===== config.mk =====
export PLATFORM = sky130hd
export DESIGN_NAME = i2s_burst_tx
export DESIGN_NICKNAME = d
export VERILOG_FILES = /design/src/rtl/i2s_tx_pkg.sv /design/src/rtl/i2s_edge_sync.sv /design/src/rtl/i2s_pair_buffer.sv /design/src/rtl/i2s_slot_serializer.sv /design/src/rtl/i2s_burst_tx.sv
export SDC_FILE = /design/constraint.sdc
export NUM_CORES = 1
export LEC_CHECK = 0
export BUFFER_PORTS_ARGS = -buffer_cell sky130_fd_sc_hd__buf_4
export CAP_MARGIN = 20
export CORE_MARGIN = 2
export CORE_UTILIZATION = 45
export CTS_CLUSTER_DIAMETER = 200
export DETAILED_ROUTE_END_ITERATION = 8
export PLACE_DENSITY = 0.78
export SYNTH_ARGS = -nofsm -noshare
export SYNTH_HDL_FRONTEND = slang
export SYNTH_SLANG_ARGS = --single-unit
export TNS_END_PERCENT = 1

===== constraint.sdc =====
create_clock -name clk -period 8.5 [get_ports clk]
set_input_delay 0.85 -clock clk [delete_from_list [all_inputs] [get_ports clk]]
set_output_delay 0.85 -clock clk [all_outputs]
set_load 0.01 [all_outputs]

===== src/rtl/i2s_tx_pkg.sv =====
package i2s_tx_pkg;
  typedef enum logic {CH_LEFT = 1'b0, CH_RIGHT = 1'b1} chan_e;
endpackage


===== src/rtl/i2s_edge_sync.sv =====
module i2s_edge_sync #(
  parameter int STAGES = 2
) (
  input  logic clk,
  input  logic rst_n,
  input  logic async_in,
  output logic rise,
  output logic fall
);
  logic [STAGES-1:0] chain;
  logic              last;
  logic              level;

  always_ff @(posedge clk or negedge rst_n) begin
    if (!rst_n) begin
      chain <= '0;
      last  <= 1'b0;
    end else begin
      chain <= {chain[STAGES-2:0], async_in};
      last  <= chain[STAGES-1];
    end
  end

  assign level = chain[STAGES-1];
  assign rise  = level & ~last;
  assign fall  = ~level & last;
endmodule


===== src/rtl/i2s_pair_buffer.sv =====
module i2s_pair_buffer #(
  parameter int DW = 32
) (
  input  logic          clk,
  input  logic          rst_n,
  input  logic          in_valid,
  output logic          in_ready,
  input  logic [DW-1:0] in_left,
  input  logic [DW-1:0] in_right,
  input  logic          take,
  output logic          have,
  output logic [DW-1:0] out_left,
  output logic [DW-1:0] out_right
);
  logic accept;

  assign in_ready = ~have;
  assign accept   = in_valid & in_ready;

  always_ff @(posedge clk or negedge rst_n) begin
    if (!rst_n)      have <= 1'b0;
    else if (accept) have <= 1'b1;
    else if (take)   have <= 1'b0;
  end

  always_ff @(posedge clk) begin
    if (accept) begin
      out_left  <= in_left;
      out_right <= in_right;
    end
  end
endmodule


===== src/rtl/i2s_slot_serializer.sv =====
module i2s_slot_serializer
  import i2s_tx_pkg::*;
#(
  parameter int IN_W     = 32,
  parameter int SLOT_W   = 24,
  parameter int NARROW_W = 16
) (
  input  logic            clk,
  input  logic            rst_n,
  input  logic            bclk_fall,
  input  logic            ws_fall,
  input  logic            ws_rise,
  input  logic            wide,
  input  logic            have,
  input  logic [IN_W-1:0] raw_left,
  input  logic [IN_W-1:0] raw_right,
  output logic            sd,
  output logic            ovr
);
  localparam int CW = $clog2(SLOT_W);
  localparam logic [CW-1:0] LAST_MID = CW'(SLOT_W - 1);

  logic [SLOT_W-1:0] act;
  logic [SLOT_W-1:0] right_w;
  logic [CW-1:0]     cnt;
  chan_e             ch;

  function automatic logic [SLOT_W-1:0] fmt(input logic [IN_W-1:0] x, input logic w);
    if (w) return x[IN_W-1 -: SLOT_W];
    return {x[IN_W-1 -: NARROW_W], {(SLOT_W-NARROW_W){1'b0}}};
  endfunction

  always_ff @(posedge clk or negedge rst_n) begin
    if (!rst_n) begin
      sd      <= 1'b0;
      ovr     <= 1'b0;
      act     <= '0;
      right_w <= '0;
      cnt     <= '0;
      ch      <= CH_LEFT;
    end else if (ws_fall) begin
      sd      <= ovr ? 1'b0 : act[SLOT_W-1];
      act     <= have ? fmt(raw_left, wide) : '0;
      right_w <= have ? fmt(raw_right, wide) : '0;
      cnt     <= '0;
      ovr     <= 1'b0;
      ch      <= CH_LEFT;
    end else if (ws_rise) begin
      sd  <= ovr ? 1'b0 : act[SLOT_W-1];
      act <= right_w;
      cnt <= '0;
      ovr <= 1'b0;
      ch  <= CH_RIGHT;
    end else if (bclk_fall) begin
      if (cnt < LAST_MID) begin
        sd  <= act[SLOT_W-1];
        act <= act << 1;
        cnt <= cnt + 1'b1;
      end else begin
        sd  <= 1'b0;
        ovr <= 1'b1;
      end
    end
  end

  logic unused_ch;
  assign unused_ch = ch;
endmodule


===== src/rtl/i2s_burst_tx.sv =====
module i2s_burst_tx #(
  parameter int IN_W        = 32,
  parameter int SLOT_W      = 24,
  parameter int NARROW_W    = 16,
  parameter int SYNC_STAGES = 2
) (
  input  logic            clk,
  input  logic            rst_n,
  input  logic            bclk_in,
  input  logic            ws_in,
  input  logic            wide_sel,
  input  logic            s_valid,
  output logic            s_ready,
  input  logic [IN_W-1:0] s_left,
  input  logic [IN_W-1:0] s_right,
  output logic            sd_out,
  output logic            underflow
);
  logic bclk_fall, bclk_rise_unused;
  logic ws_fall, ws_rise;
  logic have, ovr;
  logic [IN_W-1:0] held_left, held_right;

  i2s_edge_sync #(.STAGES(SYNC_STAGES)) u_bclk_sync (
    .clk(clk), .rst_n(rst_n), .async_in(bclk_in),
    .rise(bclk_rise_unused), .fall(bclk_fall)
  );

  i2s_edge_sync #(.STAGES(SYNC_STAGES)) u_ws_sync (
    .clk(clk), .rst_n(rst_n), .async_in(ws_in),
    .rise(ws_rise), .fall(ws_fall)
  );

  i2s_pair_buffer #(.DW(IN_W)) u_buf (
    .clk(clk), .rst_n(rst_n),
    .in_valid(s_valid), .in_ready(s_ready),
    .in_left(s_left), .in_right(s_right),
    .take(ws_fall), .have(have),
    .out_left(held_left), .out_right(held_right)
  );

  i2s_slot_serializer #(.IN_W(IN_W), .SLOT_W(SLOT_W), .NARROW_W(NARROW_W)) u_ser (
    .clk(clk), .rst_n(rst_n),
    .bclk_fall(bclk_fall), .ws_fall(ws_fall), .ws_rise(ws_rise),
    .wide(wide_sel), .have(have),
    .raw_left(held_left), .raw_right(held_right),
    .sd(sd_out), .ovr(ovr)
  );

  always_ff @(posedge clk or negedge rst_n) begin
    if (!rst_n)                 underflow <= 1'b0;
    else if (ws_fall && !have)  underflow <= 1'b1;
  end

  logic unused_rise;
  assign unused_rise = bclk_rise_unused;
endmodule


==> results.md <==
- The clock input transition at the sequential cells of the worst setup and hold paths is 0.10 ns.
- The routed length on met3 is 267 microns.
- The remaining global-route overflow is 0.
- The register area share after synthesis is 67.8%.
- Dividing the detail-routed wire length by the instance count gives 14.4 microns.
- At the end of the flow, the number of nets in the layout was 441.
- In this run, placement finished with an instance count of 490.
- For hold timing, the worst endpoint is u_ws_sync.chain[1]$_DFF_PN0_.
- The critical path in this run is classified as reg -> reg.
- The total count of hold-check failures in the final report is 0.
- The post-synthesis cell area is 4450 sq um.
- The cell area after placement is 4970 sq um.
- In this run the vertical extent of the chip is 103 microns.
- The insertion delay of the later-clocked pin in the worst-skew pair is 0.36 ns.
- In this run, synthesis produced a sequential element count of 111.
- The leakage power is 2.11 nW.
- In this run the power density over the cells is 218 nW/um^2.
- The placeable core region is 9680 sq um.
- In this run the worst path has a maximum fanout of 24.
- The max capacitance violation total is 0.
- The antenna cell count is 0.
- Setup violations remaining at the end of the flow were counted as 0.
- Of all flip-flops after synthesis, the portion carrying an async set or reset was 56.8%.
- The startpoint identified for the worst hold timing path is u_ws_sync.chain[0]$_DFF_PN0_.
- Summed over its instances, the top area cell type makes up 35.4% of the synthesized netlist area.
- STA classifies the critical path startpoint as a register.
- Once layout is complete, the cells apart from fillers number 506.
- After filler insertion, the fill cell instance count of the layout stands at 812.
- The total clock buffers created by CTS is 9.
- The number of nets still failing antenna checks after routing is 0.
- The root buffer cell is sky130_fd_sc_hd__clkbuf_8.
- The number of antenna violations at the first check in global routing is 0.
- The number of distinct library cells after synthesis is 36.
- The detailed router used layers up to and including met4.
- The post-cts repair resize count is 0.
- The global router's overall resource usage is 14.7%.
- Synthesis produced a netlist with a net count of 389.
- Routability-driven placement finished with a final weighted congestion of 0.682.
- The number of global-route vias before repair is 2605.
- Summed over all failing endpoints, the final setup total negative slack is 0 ns.
- The TritonCTS clock tree is done.
- The number of buffers on the longest clock path is 2.
- The routed layout has 2579 vias.
- The count of hold buffers inserted by post-cts repair is 0.
- The total DRC errors in the routed layout is 0.
- The fraction of layout instances using a drive strength above 1 is 28.2%.
- Using the TritonRoute via totals, the vias-per-cell ratio works out to 5.10.
- The floorplan has 36 rows.
- At the worst endpoint, the arrival time is 2.48 ns.
- The wire-length estimate of the detail-placed layout is 4770 microns.
- The worst hold path was traced through 0 stages.
- After detailed routing, the wire length on met1 is 3220 microns.
- In this run the critical register-to-register path is launched from u_ws_sync.last$_DFF_PN0_.
- The number of port buffers is 56.
- The post-synthesis instance total is 316.
- The utilization after layout is 53.2%.
- The count of flip-flops with a built-in enable after synthesis is 48.
- The post-CTS setup repair buffer count is 0.
- The full die area is 10700 sq um.
- sky130_fd_sc_hd__dfrtp_1 is the most common cell in the netlist.
- The headroom to the max-slew limit is 41.6%.
- The flow ran to the end, and the final reports show no timing, DRC or antenna violations.
- Setup repair after global routing left no endpoint under its margin.
- The tightest min-delay check is of the reg -> reg type.
- For the worst flop-to-flop path, the logic depth is 5.
- The worst path uses 26.3% of the clock period.
- Entering global routing, the biggest net connects 65 pins.
- The smallest hold slack is 0.355 ns.
- Among all flip-flop cells after synthesis, the most frequent one is sky130_fd_sc_hd__dfrtp_1.
- In the post-synthesis netlist, the biggest area contributors are sky130_fd_sc_hd__dfrtp_1 35%, sky130_fd_sc_hd__edfxtp_1 32%, sky130_fd_sc_hd__mux2_2 6.3%, sky130_fd_sc_hd__mux2i_1 5.2%, sky130_fd_sc_hd__o2bb2ai_1 4.5%.
- By count the netlist is led by 63 x sky130_fd_sc_hd__dfrtp_1, 48 x sky130_fd_sc_hd__edfxtp_1, 27 x sky130_fd_sc_hd__inv_1.
- The final number of max-transition violations was 0.
- The clock period minus final worst setup slack is 2.24 ns.
- Counting every sink on the clock net gives 111.
- Summing all non-filler instances in the final layout gives an area of 5150 sq um.
- For the final database, setup skew stands at 0.00964 ns.
- In the detailed route, the total length drawn on met2 is 3730 microns.
- Wires add up to 7290 microns.
- The count of boundary I/O pins is 73.
- Across all register-to-register paths, the minimum setup slack is 6.26 ns.
- For this run, the number of Yosys warnings is 0.
- The transition time at the pin with the least slew margin is 0.876 ns.
- In this run the mean area of a mapped cell was 14.1 sq um.
- Derived from the worst setup path, the maximum achievable clock frequency is 447 MHz.
- The worst register-to-register path ends at u_ser.act[0]$_DFFE_PN0P_.
- The element type at the critical path end is a register.
- For the worst setup path, the data required time is 8.75 ns.
- The floorplan die width is 103 microns.
- For this configuration, the core starts out at a cell density of 46.0%.
- CTS built an H-tree with a depth of 3.
- The wire length of the first global-routing pass is 12100 microns.
- The pre-antenna-repair detailed-routing pass consisted of 4 iterations.
- The count of routing violations after the opening detailed-route iteration is 106.
- The signed area change from the synthesized netlist to the final layout is 15.7%.
- Across the VDD grid, the largest voltage drop is 0.123 mV.
- The largest area contributor in the synthesized netlist is sky130_fd_sc_hd__dfrtp_1.
## how the worst max path moves through the flow
stage,start,endpoint,slack (ns),depth (start not counted)
finish,u_ws_sync.last$_DFF_PN0_,u_ser.act[0]$_DFFE_PN0P_,6.26,5
global route,u_ws_sync.last$_DFF_PN0_,u_ser.act[11]$_DFFE_PN0P_,6.12,5
CTS,u_buf.have$_DFFE_PN0P_,s_ready,6.23,2
detailed placement,s_valid,u_buf.out_right[20]$_DFFE_PP_,6.17,3
global placement,s_valid,u_buf.out_left[20]$_DFFE_PP_,6.21,3
floorplan,s_valid,u_buf.out_left[10]$_DFFE_PP_,5.04,1
## per-layer routing
metal  vias up  GRT usage [%]
met5         -              0
met4         0           4.35
met3         5           3.83
met2        52           25.2
met1      1275           18.5
li1       1247              -
## placed cells by master (no fill, tap or decap), types with 2 or more instances in the layout
cell	count
sky130_fd_sc_hd__mux2_2	25
sky130_fd_sc_hd__nor2_1	2
sky130_fd_sc_hd__nand3_1	11
sky130_fd_sc_hd__buf_4	60
sky130_fd_sc_hd__clkbuf_8	9
sky130_fd_sc_hd__a31oi_1	2
sky130_fd_sc_hd__mux2i_1	23
sky130_fd_sc_hd__dfrtp_1	63
sky130_fd_sc_hd__nand4_1	3
sky130_fd_sc_hd__o21bai_1	2
sky130_fd_sc_hd__ha_1	2
sky130_fd_sc_hd__and4_1	2
sky130_fd_sc_hd__nand2_1	16
sky130_fd_sc_hd__edfxtp_1	48
sky130_fd_sc_hd__inv_1	27
sky130_fd_sc_hd__o2bb2ai_1	23
sky130_fd_sc_hd__o31ai_1	3
sky130_fd_sc_hd__inv_6	2
sky130_fd_sc_hd__o21ai_0	25
sky130_fd_sc_hd__clkinv_2	2
sky130_fd_sc_hd__a21oi_1	3
## worst max-delay path: stages (launching register included)
cell                      delay [ns]
sky130_fd_sc_hd__dfrtp_1        0.37
sky130_fd_sc_hd__inv_1          0.05
sky130_fd_sc_hd__ha_1           0.19
sky130_fd_sc_hd__or2_1          0.34
sky130_fd_sc_hd__a31oi_4        0.75
sky130_fd_sc_hd__mux2_2         0.42
## area by class of cell
| class | instances | area [sq um] | share of cell area [%] |
|---|---|---|---|
| clock buffers | 9 | 124 | 2.40 |
| clock inverters | 7 | 55.1 | 1.07 |
| inverters | 27 | 101 | 1.97 |
| multi-input cells | 159 | 1240 | 24.0 |
| flip-flops and latches | 111 | 3020 | 58.6 |
| well taps | 133 | 166 | 3.23 |
| repair buffers | 60 | 450 | 8.74 |
## cells by family after synthesis
| kind of cell | count (synthesis) | share of synthesized area, % |
|---|---|---|
| AO/OA/AOI/OAI | 65 | 10.4 |
| adder cells (fa/ha/maj) | 3 | 0.843 |
| buffers and inverters | 46 | 4.66 |
| flip-flops | 111 | 67.8 |
| multiplexers | 48 | 11.5 |
| AND/OR/NAND/NOR | 43 | 4.86 |
## stage by stage
step / power, mW / worst slack (ns)
floorplan: 0.795 / 5.04
global placement: 0.844 / 6.21
detailed placement: 0.857 / 6.17
CTS: 1.14 / 6.23
global route: 1.19 / 6.12
finish: 1.13 / 6.26
## registers in the layout, indices dropped and copies added, names as in the netlist, 2 cells and up
signal,flops
u_ser.act,24
u_ser.right_w,24
u_ws_sync.chain,2
u_buf.out_right,24
u_buf.out_left,24
u_ser.cnt,5
u_bclk_sync.chain,2
## report_power, final
group / internal [mW] / switching [mW] / leakage [nW]
Sequential: 0.644 / 0.0411 / 1.26
Clock: 0.110 / 0.175 / 0.0919
Combinational: 0.0811 / 0.0751 / 0.754
Total: 0.835 / 0.291 / 2.11
(Power assumes the default switching activity.)
